### src/rtl/rpb_pkg.sv
package rpb_pkg;

    localparam int ADDR_W = 16;

    typedef logic [ADDR_W-1:0] addr_t;
    typedef logic [ADDR_W:0]   addr_ext_t;

endpackage

### src/rtl/rpb_wr_ptr.sv
module rpb_wr_ptr
    import rpb_pkg::*;
#(
    parameter addr_t RST_VAL = '0
) (
    input  logic  clk,
    input  logic  rst_n,
    input  logic  stb,
    input  addr_t len_q,
    output addr_t wr_q
);

    typedef struct packed {
        addr_t wr;
    } wr_state_t;

    wr_state_t st_d, st_q;
    addr_ext_t inc_ext;

    always_comb begin
        st_d    = st_q;
        inc_ext = {1'b0, st_q.wr} + addr_ext_t'(1);
        if (stb) begin
            if (inc_ext >= {1'b0, len_q}) begin
                st_d.wr = '0;
            end else begin
                st_d.wr = inc_ext[ADDR_W-1:0];
            end
        end
    end

    always_ff @(posedge clk or negedge rst_n) begin
        if (!rst_n) begin
            st_q.wr <= RST_VAL;
        end else begin
            st_q <= st_d;
        end
    end

    assign wr_q = st_q.wr;

    // a strobe either advances by one or lands on zero
    a_r1_wr_step: assert property (@(posedge clk) disable iff (!rst_n)
        stb |=> (wr_q == '0) || (wr_q == addr_t'($past(wr_q) + addr_t'(1))));

    // wrap happens when the advanced value reaches the old length
    a_r2_wr_wrap: assert property (@(posedge clk) disable iff (!rst_n)
        (stb && ({1'b0, wr_q} + addr_ext_t'(1) >= {1'b0, len_q})) |=> (wr_q == '0));

    // no strobe, no movement
    a_r9_wr_hold: assert property (@(posedge clk) disable iff (!rst_n)
        !stb |=> $stable(wr_q));

endmodule

### src/rtl/rpb_rd_ptr.sv
module rpb_rd_ptr
    import rpb_pkg::*;
#(
    parameter addr_t RST_VAL = '0
) (
    input  logic  clk,
    input  logic  rst_n,
    input  logic  stb,
    input  logic  load,
    input  addr_t load_val,
    input  addr_t len_q,
    output addr_t rd_q
);

    typedef struct packed {
        addr_t rd;
    } rd_state_t;

    rd_state_t st_d, st_q;

    always_comb begin
        st_d = st_q;
        if (stb) begin
            if (load) begin
                st_d.rd = load_val;
            end else if (st_q.rd == '0) begin
                st_d.rd = len_q - addr_t'(1);
            end else begin
                st_d.rd = st_q.rd - addr_t'(1);
            end
        end
    end

    always_ff @(posedge clk or negedge rst_n) begin
        if (!rst_n) begin
            st_q.rd <= RST_VAL;
        end else begin
            st_q <= st_d;
        end
    end

    assign rd_q = st_q.rd;

    // plain decrement away from zero
    a_r3_rd_dec: assert property (@(posedge clk) disable iff (!rst_n)
        (stb && !load && rd_q != '0) |=> (rd_q == addr_t'($past(rd_q) - addr_t'(1))));

    // reload from the length seen before the strobe
    a_r4_rd_reload: assert property (@(posedge clk) disable iff (!rst_n)
        (stb && !load && rd_q == '0) |=> (rd_q == addr_t'($past(len_q) - addr_t'(1))));

    // load wins
    a_r5_rd_load: assert property (@(posedge clk) disable iff (!rst_n)
        (stb && load) |=> (rd_q == $past(load_val)));

    // no strobe, no movement
    a_r9_rd_hold: assert property (@(posedge clk) disable iff (!rst_n)
        !stb |=> $stable(rd_q));

endmodule

### src/rtl/rpb_len_slew.sv
module rpb_len_slew
    import rpb_pkg::*;
#(
    parameter addr_t RST_VAL = 16'h0600,
    parameter addr_t STEP    = 16'd2
) (
    input  logic  clk,
    input  logic  rst_n,
    input  logic  stb,
    input  addr_t tgt,
    output addr_t len_q
);

    typedef enum logic [1:0] {
        DIR_HOLD = 2'd0,
        DIR_UP   = 2'd1,
        DIR_DOWN = 2'd2
    } dir_e;

    typedef struct packed {
        addr_t len;
    } len_state_t;

    len_state_t st_d, st_q;
    dir_e       dir;

    always_comb begin
        if (st_q.len < tgt) begin
            dir = DIR_UP;
        end else if (st_q.len > tgt) begin
            dir = DIR_DOWN;
        end else begin
            dir = DIR_HOLD;
        end
    end

    always_comb begin
        st_d = st_q;
        if (stb) begin
            unique case (dir)
                DIR_UP:   st_d.len = st_q.len + STEP;
                DIR_DOWN: st_d.len = st_q.len - STEP;
                default:  st_d.len = st_q.len;
            endcase
        end
    end

    always_ff @(posedge clk or negedge rst_n) begin
        if (!rst_n) begin
            st_q.len <= RST_VAL;
        end else begin
            st_q <= st_d;
        end
    end

    assign len_q = st_q.len;

    // grow by one step when below target
    a_r6_len_up: assert property (@(posedge clk) disable iff (!rst_n)
        (stb && len_q < tgt) |=> (len_q == addr_t'($past(len_q) + STEP)));

    // shrink by one step when above target
    a_r7_len_down: assert property (@(posedge clk) disable iff (!rst_n)
        (stb && len_q > tgt) |=> (len_q == addr_t'($past(len_q) - STEP)));

    // equal holds
    a_r7_len_eq: assert property (@(posedge clk) disable iff (!rst_n)
        (stb && len_q == tgt) |=> $stable(len_q));

    // no strobe, no movement
    a_r9_len_hold: assert property (@(posedge clk) disable iff (!rst_n)
        !stb |=> $stable(len_q));

endmodule

### src/rtl/rpb_addr_gen.sv
module rpb_addr_gen
    import rpb_pkg::*;
#(
    parameter addr_t RST_WR  = 16'h0000,
    parameter addr_t RST_RD  = 16'hFD00,
    parameter addr_t RST_LEN = 16'h0600,
    parameter addr_t LEN_STEP = 16'd2
) (
    input  logic              clk,
    input  logic              rst_n,
    input  logic              smp_stb_i,
    input  logic [ADDR_W-1:0] tgt_len_i,
    input  logic              rd_load_i,
    input  logic [ADDR_W-1:0] rd_load_addr_i,
    output logic [ADDR_W-1:0] wr_addr_o,
    output logic [ADDR_W-1:0] rd_addr_o,
    output logic [ADDR_W-1:0] cur_len_o
);

    addr_t len_q;
    addr_t wr_q;
    addr_t rd_q;

    rpb_len_slew #(
        .RST_VAL (RST_LEN),
        .STEP    (LEN_STEP)
    ) u_len (
        .clk   (clk),
        .rst_n (rst_n),
        .stb   (smp_stb_i),
        .tgt   (tgt_len_i),
        .len_q (len_q)
    );

    rpb_wr_ptr #(
        .RST_VAL (RST_WR)
    ) u_wr (
        .clk   (clk),
        .rst_n (rst_n),
        .stb   (smp_stb_i),
        .len_q (len_q),
        .wr_q  (wr_q)
    );

    rpb_rd_ptr #(
        .RST_VAL (RST_RD)
    ) u_rd (
        .clk      (clk),
        .rst_n    (rst_n),
        .stb      (smp_stb_i),
        .load     (rd_load_i),
        .load_val (rd_load_addr_i),
        .len_q    (len_q),
        .rd_q     (rd_q)
    );

    assign wr_addr_o = wr_q;
    assign rd_addr_o = rd_q;
    assign cur_len_o = len_q;

endmodule

### config.mk
export PLATFORM = sky130hd
export DESIGN_NAME = rpb_addr_gen
export DESIGN_NICKNAME = d
export VERILOG_FILES = /design/src/rtl/rpb_pkg.sv /design/src/rtl/rpb_wr_ptr.sv /design/src/rtl/rpb_rd_ptr.sv /design/src/rtl/rpb_len_slew.sv /design/src/rtl/rpb_addr_gen.sv
export SDC_FILE = /design/constraint.sdc
export NUM_CORES = 1
export LEC_CHECK = 0
export ABC_CLOCK_PERIOD_IN_PS = 7000
export BUFFER_PORTS_ARGS = -buffer_cell sky130_fd_sc_hd__buf_2
export CORE_MARGIN = 3
export CORE_UTILIZATION = 35
export DETAILED_ROUTE_END_ITERATION = 8
export SYNTH_ARGS = -nofsm -noshare
export SYNTH_HDL_FRONTEND = slang
export SYNTH_SLANG_ARGS = --single-unit
### constraint.sdc
create_clock -name clk -period 7 [get_ports clk]
set_input_delay 0.7 -clock clk [delete_from_list [all_inputs] [get_ports clk]]
set_output_delay 0.7 -clock clk [all_outputs]
set_load 0.01 [all_outputs]
==> results of run 1 <==
## layout make-up
type | count | area, sq um
clock inverters | 1 | 5.00
clock buffers | 7 | 133
well taps | 143 | 179
inverters | 41 | 154
repair buffers | 84 | 425
flip-flops and latches | 47 | 1190
multi-input cells | 392 | 2820
fillers | 1202 | 6760
## final timing paths
path	from	endpoint	cells after the start
min in group clk	u_rd.rd_q[13]	u_rd.rd_q[13]	1
max in group asynchronous	rst_n	u_len.len_q[11]	2
setup reg to reg	u_len.len_q[6]	u_len.len_q[12]	14
hold reg to reg	u_rd.rd_q[13]	u_rd.rd_q[13]	1
hold / removal	rst_n	u_rd.rd_q[4]	2
setup / recovery	u_len.len_q[6]	u_len.len_q[12]	14
## cell families after synthesis
group,Yosys count
compound gates,133
other cells,1
fa+ha+maj,48
flops,47
simple gates,155
xor+xnor,51
mux,4
buf+inv,63
## cells in the mapped netlist, types with 11 or more instances
master / count
o21ai_0: 11
nor2_1: 48
dfrtp_1: 38
ha_1: 47
xnor2_1: 35
xor2_1: 16
clkbuf_1: 11
nand2_1: 37
nand3_1: 17
a31oi_1: 13
a211oi_1: 12
a21o_1: 12
inv_1: 40
o21ai_1: 14
a21oi_1: 35
## per-layer routing
layer,GRT usage,part of all wire,up-vias
met3,0.0280,0.053,7
met4,0.0333,0.0070,0
met5,0,0,-
met2,0.292,0.48,91
li1,-,-,1949
met1,0.221,0.46,1828
## power groups by stage
stage               clock (W)  combinational [W]  sequential, W
floorplan                   0           0.000870       0.000491
global placement            0            0.00112       0.000530
detailed placement          0            0.00115       0.000532
CTS                  0.000242            0.00116       0.000527
global route         0.000250            0.00131       0.000542
finish               0.000236            0.00116       0.000523
## worst max-delay path, stage by stage (launching register included)
cell	delay, ns
dfrtp_1	0.53
ha_1	0.38
nand4_1	0.14
nor4_1	0.44
nor3_1	0.10
o211ai_1	0.15
nor2b_1	0.97
ha_1	0.40
a21o_1	0.17
a21o_1	0.19
a2111o_1	0.45
a31oi_4	0.27
o21ai_1	0.13
xnor2_1	0.16
o21ai_1	0.07
## per-stage QoR
step	worst slack [ns]	total power (W)	hold slack [ns]
after floorplan	2.82	0.00136	0.404
after global placement	2.32	0.00165	0.506
after detailed placement	2.03	0.00168	0.516
after CTS	2.30	0.00193	0.526
after global routing	1.96	0.00210	0.536
final	2.29	0.00192	0.510
## flip-flops by register name, indices dropped and copies added, names as in the netlist
name and flops:
u_rd.rd_q 16, u_wr.wr_q 16, u_len.len_q 15
==> results.json, run 1 <==
{
  "wire_per_inst_um": 16.1,
  "grt_max_degree": 48,
  "yosys.area_share.simple": 0.192,
  "postPlaceCellArea_sq_um": 4760,
  "route.detailed.drc": 0,
  "synth_compound_area_frac": 0.208,
  "ys_ff_latch": 47,
  "n_antenna_cell": 0,
  "die_h_um": 116,
  "finalSetupViolCount": 0,
  "synth_edf_count": 0,
  "tns_ns": 0,
  "hold_viol": 0,
  "layout_commonest_cell": "buf_2",
  "status": "completed",
  "slew_violations": 0,
  "ant_nets": 0,
  "synthXorXnorAreaFrac": 0.105,
  "hold_class": "in2async",
  "ff2ff_setup_slack_ns": 2.29,
  "final_cell_mix": "82 x buf_2, 48 x nor2_1, 47 x ha_1, 40 x inv_1, 38 x dfrtp_1",
  "synthMuxAreaShare": 0.00997,
  "seqPwrFrac": 0.273,
  "final_area_sq_um": 4900,
  "drt_first_pass_iters": 5,
  "slew_headroom": 0.167,
  "grt_pass1_vias": 3692,
  "syn_to_final_growth_pct": 14.8,
  "antenna_found_initial": 0,
  "drive_above_1_share": 0.199,
  "worstSetupStartpointType": "flip-flop",
  "synth_area_sq_um": 4270,
  "cp_max_fo": 14,
  "gr-total-overflow": 0,
  "clk_path_buf_depth": 2,
  "cp-end-kind": "flip-flop",
  "fin_worst_skew_ns": 0.00655,
  "drt_iter0_markers": 262,
  "post_cts_buffers": 0,
  "min_period_over_period": 0.672,
  "syn_area_per_cell_sq_um": 8.50,
  "switchingPower_w": 0.000917,
  "clkSlewWorstSetupHoldPaths_ns": 0.07,
  "ir_drop_uv": 172,
  "final_nets": 655,
  "io_buffer_count": 82,
  "htree_levels": 2,
  "combPwrFrac": 0.604,
  "synthCells": 502,
  "gp_congestion": 0.841,
  "seq_area_frac_synth": 0.278,
  "yosysTopAreaCell": "dfrtp_1",
  "cap_violations": 0,
  "ys_types": 61,
  "vias": 3875,
  "min_period_ns": 4.71,
  "io_pins": 84,
  "start_util": 0.366,
  "clock-sinks": 47,
  "fp.coreArea_sq_um": 11700,
  "synth_top_family_by_area": "compound AO/OA/AOI/OAI gates",
  "clock_latency_ns": 0.29,
  "die_x_um": 116,
  "wl_mm": 11.5,
  "fmax_mhz": 213,
  "synth_flop_cell": "dfrtp_1",
  "arrival_ns": 4.84,
  "synth_fa_ha_area_frac": 0.142,
  "p_sw_frac": 0.478,
  "critPathKind": "reg2reg",
  "syn-num-nets": 586,
  "synth_warnings": 0,
  "required_ns": 7.14,
  "p_int_w": 0.00100,
  "hpwl_mm": 8.70,
  "ctsHoldBuffers": 0,
  "dpl.cell_count": 707,
  "die_area_sq_um": 13600,
  "synth_top_area_share": 0.223,
  "numCtsBuffers": 5,
  "tightest_slew_ns": 1.25,
  "post_cts_resized": 0,
  "rsz0062_at_grt": "false",
  "grt_first_pass_wirelength_mm": 18.2,
  "power_leakage_nw": 2.32,
  "track_usage": 0.168,
  "post-route-util": 0.420,
  "cts_tree": "built",
  "synthTopCellsByArea": "dfrtp_1 22%, ha_1 14%, xnor2_1 7.2%",
  "ctsRootBufferMaster": "clkbuf_16",
  "synthArstFlopShare": 1.00,
  "rows": 39,
  "power.clock.fraction": 0.123,
  "via_per_inst": 5.42,
  "powerDensity_nw_per_um2": 392,
  "fin_cells": 715
}
No activity file was read; power rests on OpenSTA's default activity.
==> run 2: changes to the inputs <==
--- a/config.mk
+++ b/config.mk
@@ -5,7 +5,7 @@
 export SDC_FILE = /design/constraint.sdc
 export NUM_CORES = 1
 export LEC_CHECK = 0
-export ABC_CLOCK_PERIOD_IN_PS = 7000
+export ABC_CLOCK_PERIOD_IN_PS = 4600
 export BUFFER_PORTS_ARGS = -buffer_cell sky130_fd_sc_hd__buf_2
 export CORE_MARGIN = 3
 export CORE_UTILIZATION = 35
==> constraint.sdc (replaced) <==
create_clock -name clk -period 4.6 [get_ports clk]
set_input_delay 0.46 -clock clk [delete_from_list [all_inputs] [get_ports clk]]
set_output_delay 0.46 -clock clk [all_outputs]
set_load 0.01 [all_outputs]
==> run 2 against run 1 <==
Effect of this change: critical endpoint is now u_len.len_q[13]; core utilization increased by 0.76 points; critical path type unchanged; power increased by 58%; cell area increased by 1.8%; non-clock buffer count increased by 7; highest routed layer unchanged; maximum frequency increased by 17%; count of clock-buffer cells in the layout decreased by 1; die area unchanged; worst hold slack got worse by 0.13 ns.
==> results.json, run 2 (synthesis gave the netlist of run 1 again) <==
{
  "reg2reg_from": "u_len.len_q[14]",
  "drt_first_pass_iters": 4,
  "ctsRootBufferMaster": "clkbuf_16",
  "status": "completed",
  "multiInputGateArea_sq_um": 2820,
  "track_usage": 0.172,
  "fp.coreArea_sq_um": 11700,
  "die_h_um": 116,
  "clock_latency_ns": 0.29,
  "post_cts_buffers": 0,
  "required_ns": 4.74,
  "tns_ns": 0,
  "grt_first_pass_wirelength_mm": 18.8,
  "ant_nets": 0,
  "post_cts_resized": 0,
  "r2r-end": "u_len.len_q[13]",
  "vias": 3911,
  "cap_violations": 0,
  "cts_tree": "built",
  "antenna_found_initial": 0,
  "syn_to_final_growth_pct": 16.9,
  "wire_per_inst_um": 15.8,
  "start_util": 0.366,
  "drt_iter0_markers": 201,
  "clkSlewWorstSetupHoldPaths_ns": 0.07,
  "clk_path_buf_depth": 2,
  "hold_viol": 0,
  "ctsHoldBuffers": 0,
  "powerDensity_nw_per_um2": 608,
  "ff2ff_setup_slack_ns": 0.58,
  "worstSetupStartpointType": "flip-flop",
  "regArea_sq_um": 1190,
  "ir_drop_uv": 389,
  "rows": 39,
  "gr-total-overflow": 0,
  "die_x_um": 116,
  "gp_congestion": 0.865,
  "final_nets": 662,
  "min_period_over_period": 0.873,
  "slew_violations": 0,
  "critPathLaunch": "u_len.len_q[14]",
  "final_cell_mix": "82 x buf_2, 48 x nor2_1, 47 x ha_1, 40 x inv_1, 38 x dfrtp_1",
  "hold_slack_ns": 0.377,
  "slew_headroom": 0.269,
  "dp_slack_ns": 0.538,
  "cp_max_fo": 11,
  "route.detailed.drc": 0,
  "rsz0062_at_grt": "false",
  "wl_mm": 11.4,
  "drive_above_1_share": 0.212,
  "io_buffer_count": 82,
  "grt_pass1_vias": 3856,
  "via_per_inst": 5.42,
  "hold_class": "in2async",
  "fin_worst_skew_ns": 0.00689,
  "arrival_ns": 4.15,
  "die_area_sq_um": 13600,
  "ff2ff_path_depth": 15,
  "finalSetupViolCount": 0,
  "layout_setup_ws_ns": 0.584,
  "tightest_slew_ns": 1.10,
  "numCtsBuffers": 5,
  "clock-sinks": 47,
  "io_pins": 84,
  "hpwl_mm": 8.80,
  "layout_commonest_cell": "buf_2",
  "n_antenna_cell": 0,
  "fillCellCount": 1178,
  "cp-end-kind": "flip-flop",
  "grt_max_degree": 48,
  "fmax_mhz": 249,
  "critPathKind": "reg2reg",
  "htree_levels": 2,
  "min_period_ns": 4.02,
  "power_leakage_nw": 2.37
}
[run 2: cell count changes in the layout (fill, tap and decap cells not counted)]
cell and delta:
buf_4 +7, bufinv_16 +1, clkbuf_1 -2, clkbuf_8 +1
[run 2: per-layer routing]
layer  global-route usage  up-vias  part of all wire
met5                    0        -                 0
met3               0.0337       18             0.050
li1                     -     1961                 -
met1                0.223     1844              0.47
met2                0.288       88              0.46
met4               0.0580        0             0.019
[run 2: worst max-delay path: stages (launching register included)]
cell,delay (ns)
dfrtp_1,0.49
ha_1,0.34
nand4_1,0.16
nor4_1,0.46
nor3_1,0.10
o211ai_1,0.15
nor2b_1,0.36
buf_4,0.26
ha_1,0.30
o21ai_0,0.26
o21bai_1,0.09
a21o_1,0.23
a31o_1,0.24
a31oi_1,0.20
xor2_1,0.17
o21ai_1,0.07
[run 2: worst max path at each step]
stage / end / slack (ns) / cells past startpoint
6_report: u_len.len_q[13] / 0.58 / 15
5_1_grt: u_len.len_q[13] / 0.18 / 15
4_1_cts: u_len.len_q[13] / 0.56 / 15
3_5_place_dp: u_len.len_q[13] / 0.54 / 17
3_3_place_gp: u_len.len_q[13] / 0.74 / 17
2_1_floorplan: u_len.len_q[14] / 0.66 / 15
[run 2: power by group]
part           leakage (nW)  switching (W)  total (W)  internal, W
Clock                0.0868       0.000160   0.000430     0.000271
Sequential            0.569       0.000190   0.000727     0.000537
Combinational          1.72        0.00105    0.00187     0.000826
[run 2: layout make-up]
type                       instances  area share
inverter                          41      0.0309
clock inverter                     2     0.00702
timing repair buffer              91      0.0958
sequential                        47       0.238
clock buffer                       6      0.0278
multi-input combinational        392       0.564
tap                              143      0.0359
[run 2: stage by stage]
stage | total power (W) | util | std cells | area (sq um)
final | 0.00303 | 0.428 | 722 | 4990
after global routing | 0.00333 | 0.428 | 722 | 4990
after CTS | 0.00305 | 0.428 | 722 | 4990
after detailed placement | 0.00260 | 0.413 | 714 | 4810
after global placement | 0.00256 | 0.413 | 714 | 4810
after floorplan | 0.00207 | - | 502 | 4270
